==> src/rtl/tdma_pkg.sv <==
package tdma_pkg;
  typedef enum logic [0:0] {
    ST_LISTEN = 1'b0,
    ST_FINE   = 1'b1
  } sync_state_e;
endpackage

==> src/rtl/tdma_sync_fsm.sv <==
module tdma_sync_fsm
  import tdma_pkg::*;
(
  input  logic clk,
  input  logic rst_n,
  input  logic frame_start,
  input  logic sync_lost,
  output logic synced,
  output logic load_evt,
  output logic clear_evt
);
  sync_state_e state_q, state_d;

  // Named events for the counter and for the assertions.
  assign clear_evt = sync_lost;
  assign load_evt  = (state_q == ST_LISTEN) && frame_start && !sync_lost;

  always_comb begin
    state_d = state_q;
    if (clear_evt)     state_d = ST_LISTEN;
    else if (load_evt) state_d = ST_FINE;
  end

  always_ff @(posedge clk or negedge rst_n) begin
    if (!rst_n) state_q <= ST_LISTEN;
    else        state_q <= state_d;
  end

  assign synced = (state_q == ST_FINE);

  p_lost_wins_r9: assert property (@(posedge clk) disable iff (!rst_n)
    sync_lost |=> !synced);
  p_start_enters_fine_r3: assert property (@(posedge clk) disable iff (!rst_n)
    (!synced && frame_start && !sync_lost) |=> synced);
  p_fine_holds_r8: assert property (@(posedge clk) disable iff (!rst_n)
    (synced && !sync_lost) |=> synced);
endmodule

==> src/rtl/tdma_frame_counter.sv <==
module tdma_frame_counter #(
  parameter int FRAME_LEN = 144,
  parameter int PRESET    = 2,
  parameter int CORR_W    = 8,
  parameter int CNT_W     = 8
) (
  input  logic                     clk,
  input  logic                     rst_n,
  input  logic                     clear_evt,
  input  logic                     load_evt,
  input  logic                     run_en,
  input  logic                     corr_en,
  input  logic signed [CORR_W-1:0] corr_value,
  output logic [CNT_W-1:0]         count
);
  logic [CNT_W-1:0] count_d;
  logic             wrap_evt;

  // Advance by one plus a signed trim, modulo the frame length.
  // The trim magnitude is below FRAME_LEN, so one fold is enough.
  function automatic logic [CNT_W-1:0] wrap_advance(
    input logic [CNT_W-1:0]         cur,
    input logic signed [CORR_W-1:0] trim
  );
    int s;
    s = int'(cur) + 1 + int'(trim);
    if (s < 0)               s = s + FRAME_LEN;
    else if (s >= FRAME_LEN) s = s - FRAME_LEN;
    return CNT_W'(s);
  endfunction

  assign wrap_evt = run_en && !corr_en && (int'(count) == FRAME_LEN - 1);

  always_comb begin
    count_d = count;
    if (clear_evt)     count_d = '0;
    else if (load_evt) count_d = CNT_W'(PRESET);
    else if (corr_en)  count_d = wrap_advance(count, corr_value);
    else if (run_en)   count_d = wrap_advance(count, '0);
  end

  always_ff @(posedge clk or negedge rst_n) begin
    if (!rst_n) count <= '0;
    else        count <= count_d;
  end

  p_in_frame_r4: assert property (@(posedge clk) disable iff (!rst_n)
    int'(count) < FRAME_LEN);
  p_wrap_to_zero_r4: assert property (@(posedge clk) disable iff (!rst_n)
    (wrap_evt && !clear_evt) |=> (count == '0));
  p_preset_r3: assert property (@(posedge clk) disable iff (!rst_n)
    load_evt |=> (int'(count) == PRESET));
  p_clear_r9: assert property (@(posedge clk) disable iff (!rst_n)
    clear_evt |=> (count == '0));
  p_idle_hold_r2: assert property (@(posedge clk) disable iff (!rst_n)
    (!run_en && !load_evt && !clear_evt) |=> $stable(count));
endmodule

==> src/rtl/tdma_slot_decode.sv <==
module tdma_slot_decode #(
  parameter int NUM_SLOTS = 9,
  parameter int SLOT_LEN  = 16,
  parameter int TX_OFFSET = 5,
  parameter int CNT_W     = 8,
  parameter int SLOT_W    = 4,
  parameter int SLAVE_W   = 3
) (
  input  logic [CNT_W-1:0]   count,
  input  logic [SLAVE_W-1:0] own_slave,
  input  logic               synced,
  output logic [SLOT_W-1:0]  slot_idx,
  output logic               master_slot,
  output logic               tx_request
);
  // Slot number by comparison against each slot boundary.
  function automatic logic [SLOT_W-1:0] slot_of(input logic [CNT_W-1:0] c);
    int idx;
    idx = 0;
    for (int k = 1; k < NUM_SLOTS; k++) begin
      if (int'(c) >= k * SLOT_LEN) idx = k;
    end
    return SLOT_W'(idx);
  endfunction

  function automatic int tx_point(input logic [SLAVE_W-1:0] s);
    return (int'(s) + 1) * SLOT_LEN + TX_OFFSET;
  endfunction

  logic tx_hit;

  assign slot_idx    = slot_of(count);
  assign master_slot = (slot_idx == '0);
  assign tx_hit      = (int'(count) == tx_point(own_slave));
  assign tx_request  = synced && tx_hit;

  always_comb begin
    p_tx_own_slot_r6: assert (!tx_request || (int'(slot_idx) == int'(own_slave) + 1));
    p_tx_not_master_r5: assert (!(tx_request && master_slot));
  end
endmodule

==> src/rtl/tdma_slot_timer.sv <==
module tdma_slot_timer #(
  parameter int NUM_SLAVES = 8,
  parameter int SLOT_LEN   = 16,
  parameter int PRESET     = 2,
  parameter int TX_OFFSET  = 5,
  parameter int CORR_W     = 8,
  localparam int NUM_SLOTS = NUM_SLAVES + 1,
  localparam int FRAME_LEN = NUM_SLOTS * SLOT_LEN,
  localparam int CNT_W     = $clog2(FRAME_LEN),
  localparam int SLOT_W    = (NUM_SLOTS > 1) ? $clog2(NUM_SLOTS) : 1,
  localparam int SLAVE_W   = (NUM_SLAVES > 1) ? $clog2(NUM_SLAVES) : 1
) (
  input  logic                     clk,
  input  logic                     rst_n,
  input  logic                     frame_start,
  input  logic                     sync_lost,
  input  logic [SLAVE_W-1:0]       own_slave,
  input  logic                     corr_valid,
  input  logic signed [CORR_W-1:0] corr_value,
  output logic                     synced,
  output logic [CNT_W-1:0]         frame_pos,
  output logic [SLOT_W-1:0]        slot_idx,
  output logic                     master_slot,
  output logic                     tx_request
);
  logic load_evt;
  logic clear_evt;
  logic corr_evt;

  assign corr_evt = synced && corr_valid;

  tdma_sync_fsm i_fsm (
    .clk        (clk),
    .rst_n      (rst_n),
    .frame_start(frame_start),
    .sync_lost  (sync_lost),
    .synced     (synced),
    .load_evt   (load_evt),
    .clear_evt  (clear_evt)
  );

  tdma_frame_counter #(
    .FRAME_LEN(FRAME_LEN),
    .PRESET   (PRESET),
    .CORR_W   (CORR_W),
    .CNT_W    (CNT_W)
  ) i_cnt (
    .clk       (clk),
    .rst_n     (rst_n),
    .clear_evt (clear_evt),
    .load_evt  (load_evt),
    .run_en    (synced),
    .corr_en   (corr_evt),
    .corr_value(corr_value),
    .count     (frame_pos)
  );

  tdma_slot_decode #(
    .NUM_SLOTS(NUM_SLOTS),
    .SLOT_LEN (SLOT_LEN),
    .TX_OFFSET(TX_OFFSET),
    .CNT_W    (CNT_W),
    .SLOT_W   (SLOT_W),
    .SLAVE_W  (SLAVE_W)
  ) i_dec (
    .count      (frame_pos),
    .own_slave  (own_slave),
    .synced     (synced),
    .slot_idx   (slot_idx),
    .master_slot(master_slot),
    .tx_request (tx_request)
  );

  p_listen_quiet_r2: assert property (@(posedge clk) disable iff (!rst_n)
    !synced |-> (!tx_request && frame_pos == '0));
  p_step_r4: assert property (@(posedge clk) disable iff (!rst_n)
    (synced && !corr_valid && !sync_lost) |=>
      (int'(frame_pos) == (int'($past(frame_pos)) + 1) % FRAME_LEN));
  p_trim_r7: assert property (@(posedge clk) disable iff (!rst_n)
    (synced && corr_valid && !sync_lost) |=>
      (int'(frame_pos) == ((int'($past(frame_pos)) + 1 + int'($past(corr_value))
                            + FRAME_LEN) % FRAME_LEN)));
endmodule

==> config.mk <==
export PLATFORM = sky130hd
export DESIGN_NAME = tdma_slot_timer
export DESIGN_NICKNAME = d
export VERILOG_FILES = /design/src/rtl/tdma_pkg.sv /design/src/rtl/tdma_sync_fsm.sv /design/src/rtl/tdma_frame_counter.sv /design/src/rtl/tdma_slot_decode.sv /design/src/rtl/tdma_slot_timer.sv
export SDC_FILE = /design/constraint.sdc
export NUM_CORES = 1
export LEC_CHECK = 0
export BUFFER_PORTS_ARGS = -buffer_cell sky130_fd_sc_hd__buf_2
export CORE_MARGIN = 5
export CORE_UTILIZATION = 26
export DETAILED_ROUTE_END_ITERATION = 12
export GPL_TIMING_DRIVEN = 0
export PLACE_DENSITY_LB_ADDON = 0.2
export SYNTH_ARGS = -nofsm -noshare
export SYNTH_HDL_FRONTEND = slang
export SYNTH_HIERARCHICAL = 1
export SYNTH_SLANG_ARGS = --single-unit
export TNS_END_PERCENT = 100
==> constraint.sdc <==
create_clock -name clk -period 4 [get_ports clk]
set_clock_uncertainty 0.15 [all_clocks]
set_input_delay 0.2 -clock clk [delete_from_list [all_inputs] [get_ports clk]]
set_output_delay 0.2 -clock clk [all_outputs]
set_load 0.01 [all_outputs]
==> impl_metrics.py <==
metrics = {
    "grt": {
        "gr-total-overflow": 0,
        "gr-usage-all-layers_pct": 10.6,
        "grt_pass1_wl_mm": 6.64,
        "grt_antenna_before_repair": 0,
        "grt_pass1_vias": 1389,
        "grt_max_degree": 11,
    },
    "place": {
        "hpwl_mm": 3.37,
        "portBuffers": 30,
        "dp.cells": 298,
        "place_ws_ns": 0.0139,
        "place_congestion": 0.797,
    },
    "worst_setup_path": {
        "crit_arrival_ns": 3.76,
        "worstPathRequired_ns": 3.97,
        "start_kind": "flip-flop",
        "endpoint_kind": "flip-flop",
        "worstPathMaxFanout": 8,
        "critical_path_class": "flip-flop to flip-flop",
    },
    "sta": {
        "min_period_over_period_pct": 94.9,
        "relSlewSlack_pct": 59.5,
        "post-route-min-period_ns": 3.80,
        "max_freq_mhz": 263,
        "max_slew.worst_pin.slew_ns": 0.605,
        "setup_viol": 0,
        "postLayoutSetupSlackWorst_ns": 0.204,
        "final-hold-violation-count": 0,
        "maxSlewViolCount": 0,
    },
    "floorplan": {
        "initial_core_util_pct": 26.6,
        "die_x_microns": 87.5,
        "die_h_microns": 87.5,
        "rows": 28,
        "core_area_sq_um": 5890,
        "io_pins": 31,
        "dieArea_sq_um": 7660,
    },
    "synthesis": {
        "ys_async_sr_fraction_pct": 100,
        "synth.area.top_cells": "dfrtp_1 (14%), ha_1 (14%), xnor2_1 (8.4%)",
        "ys_types": 59,
        "yosysTopAreaCell": "dfrtp_1",
        "synth_nets": 227,
        "syn_avg_cell_area_sq_um": 8.10,
        "synth_edf_count": 0,
        "seq_area_frac_synth_pct": 14.4,
        "synth_ff_type": "dfrtp_1",
        "syn_inst": 193,
        "synth.cell_area_sq_um": 1560,
        "ys.warnings.count": 6,
        "ys_ff_latch": 9,
        "synth_top_cell_area_share_pct": 14.4,
    },
    "clocking": {
        "clk_pin_slew_ns": 0.04,
        "clock_latency_ns": 0.23,
        "clock_path_buffers": 2,
        "cts_tree": "yes",
        "cts_root_buffer": "clkbuf_8",
        "h-tree-depth": 1,
        "cts_sinks": 9,
        "cts_buffers": 3,
    },
    "finish": {
        "areaGrowthSynthToFinish_pct": 24.4,
        "instances_no_fill": 308,
        "fill_cells": 644,
        "antenna_cells": 0,
        "layout_common_cells": "buf_2 (32), ha_1 (16), nand2_1 (15)",
        "layout_commonest_cell": "buf_2",
        "final_layout_size_suffix_gt1_share_pct": 26.2,
        "nets": 268,
    },
    "run_status": {
        "outcome": "finished, final reports clean",
    },
    "detailed_routing": {
        "wirelength_mm": 4.17,
        "vias_per_cell": 5.06,
        "firstDrtPassIters": 4,
        "vias": 1557,
        "wl_per_cell_microns": 13.5,
        "drtIter0Drc": 25,
        "ant_nets": 0,
        "drc_errors": 0,
    },
    "power": {
        "leakagePower_uw": 0.000877,
        "power_density_nw_per_um2": 255,
        "peakVddDrop_uv": 116,
    },
    "worst_hold_path": {
        "hold_path.class": "input pin to flip-flop",
    },
    "job": {
        "cap_violations": 0,
    },
}
## sequential cells by signal, summed over array words and instances (netlist names)
signal	cells
i_cnt/count	8
i_fsm/synced	1
## synth_stat cells (all sizes together) (3+ instances only)
library cell and n:
a211oi 6, nand3 6, a21oi 11, buf 5
nor2b 5, a21o 4, a2111oi 3, and2 4
nand2 15, nor3b 3, mux2i 4, nor2 13
nor3 4, nand4 8, dfrtp 9, ha 17
clkbuf 4, inv 12, xor2 8, xnor2 15
## stage by stage
stage          TNS (ns)  hold slack [ns]  instance area (sq um)  util (%)  power, uW
6_report              0           0.0508                   1940      33.0        497
5_1_grt         -0.0159           0.0520                   1940      33.0        540
4_1_cts               0           0.0498                   1880      31.9        486
3_5_place_dp          0          -0.0967                   1810      30.7        379
3_3_place_gp          0          -0.0954                   1810      30.7        377
2_1_floorplan         0           -0.246                   1560         -        307
## cell type report
class | count | area (sq um) | area share [%]
flip-flops and latches | 9 | 229 | 11.8
repair buffers | 36 | 198 | 10.2
well taps | 75 | 93.8 | 4.83
inverters | 12 | 45.0 | 2.32
multi-input cells | 163 | 1280 | 66.0
clock buffers | 4 | 45.0 | 2.32
plain buffers | 9 | 51.3 | 2.64
## cell families after synthesis
kind of cell | share of synthesized area, %
simple gates | 23.4
compound gates | 25.9
xor+xnor | 12.9
buf+inv | 6.00
fa+ha+maj | 14.9
flops | 14.4
mux | 2.56
## worst paths after layout
path	start	end	slack, ns	cells after the start
worst max-delay path	i_cnt/count[0]	i_cnt/count[6]	0.20	13
worst min-delay path	frame_start	i_fsm/synced	0.05	2
worst max register to register	i_cnt/count[0]	i_cnt/count[6]	0.20	13
worst min register to register	i_cnt/count[0]	i_cnt/count[0]	0.54	3
max in group asynchronous	rst_n	i_cnt/count[1]	3.31	2
min in group asynchronous	rst_n	i_cnt/count[4]	0.21	2
## critical path: stages (launching register included)
cell	delay [ns]
dfrtp_2	0.44
ha_2	0.25
nand3_1	0.21
xnor2_2	0.22
ha_1	0.40
nand4_1	0.25
a21o_1	0.27
nand2_1	0.19
ha_1	0.19
nand4_1	0.12
a41oi_2	0.29
nor2_1	0.09
a22o_1	0.25
a2111oi_2	0.35
## timing repair
action | 4_1_cts | 5_1_grt
hold endpoints to repair | 9 | 0
hold buffers | 1 | 0
buffers inserted | 0 | 5
endpoints found under the setup margin | 1 | 3
gates resized for setup | 2 | 10
pin swaps | 0 | 1
## layer usage
metal	wire length [microns]	GRT usage (%)	share of wire (%)	up-vias
li1	-	-	-	796
met1	1940	14.1	46	726
met2	2000	18.4	48	31
met3	189	0.662	4.5	4
met4	42	2.93	1.0	0
met5	0	0	0	-
## power by group
part	switching, uW	internal [uW]
Combinational	158	122
Sequential	16.0	99.5
Clock	32.0	69.1
Power figures use the tool's default switching activity.
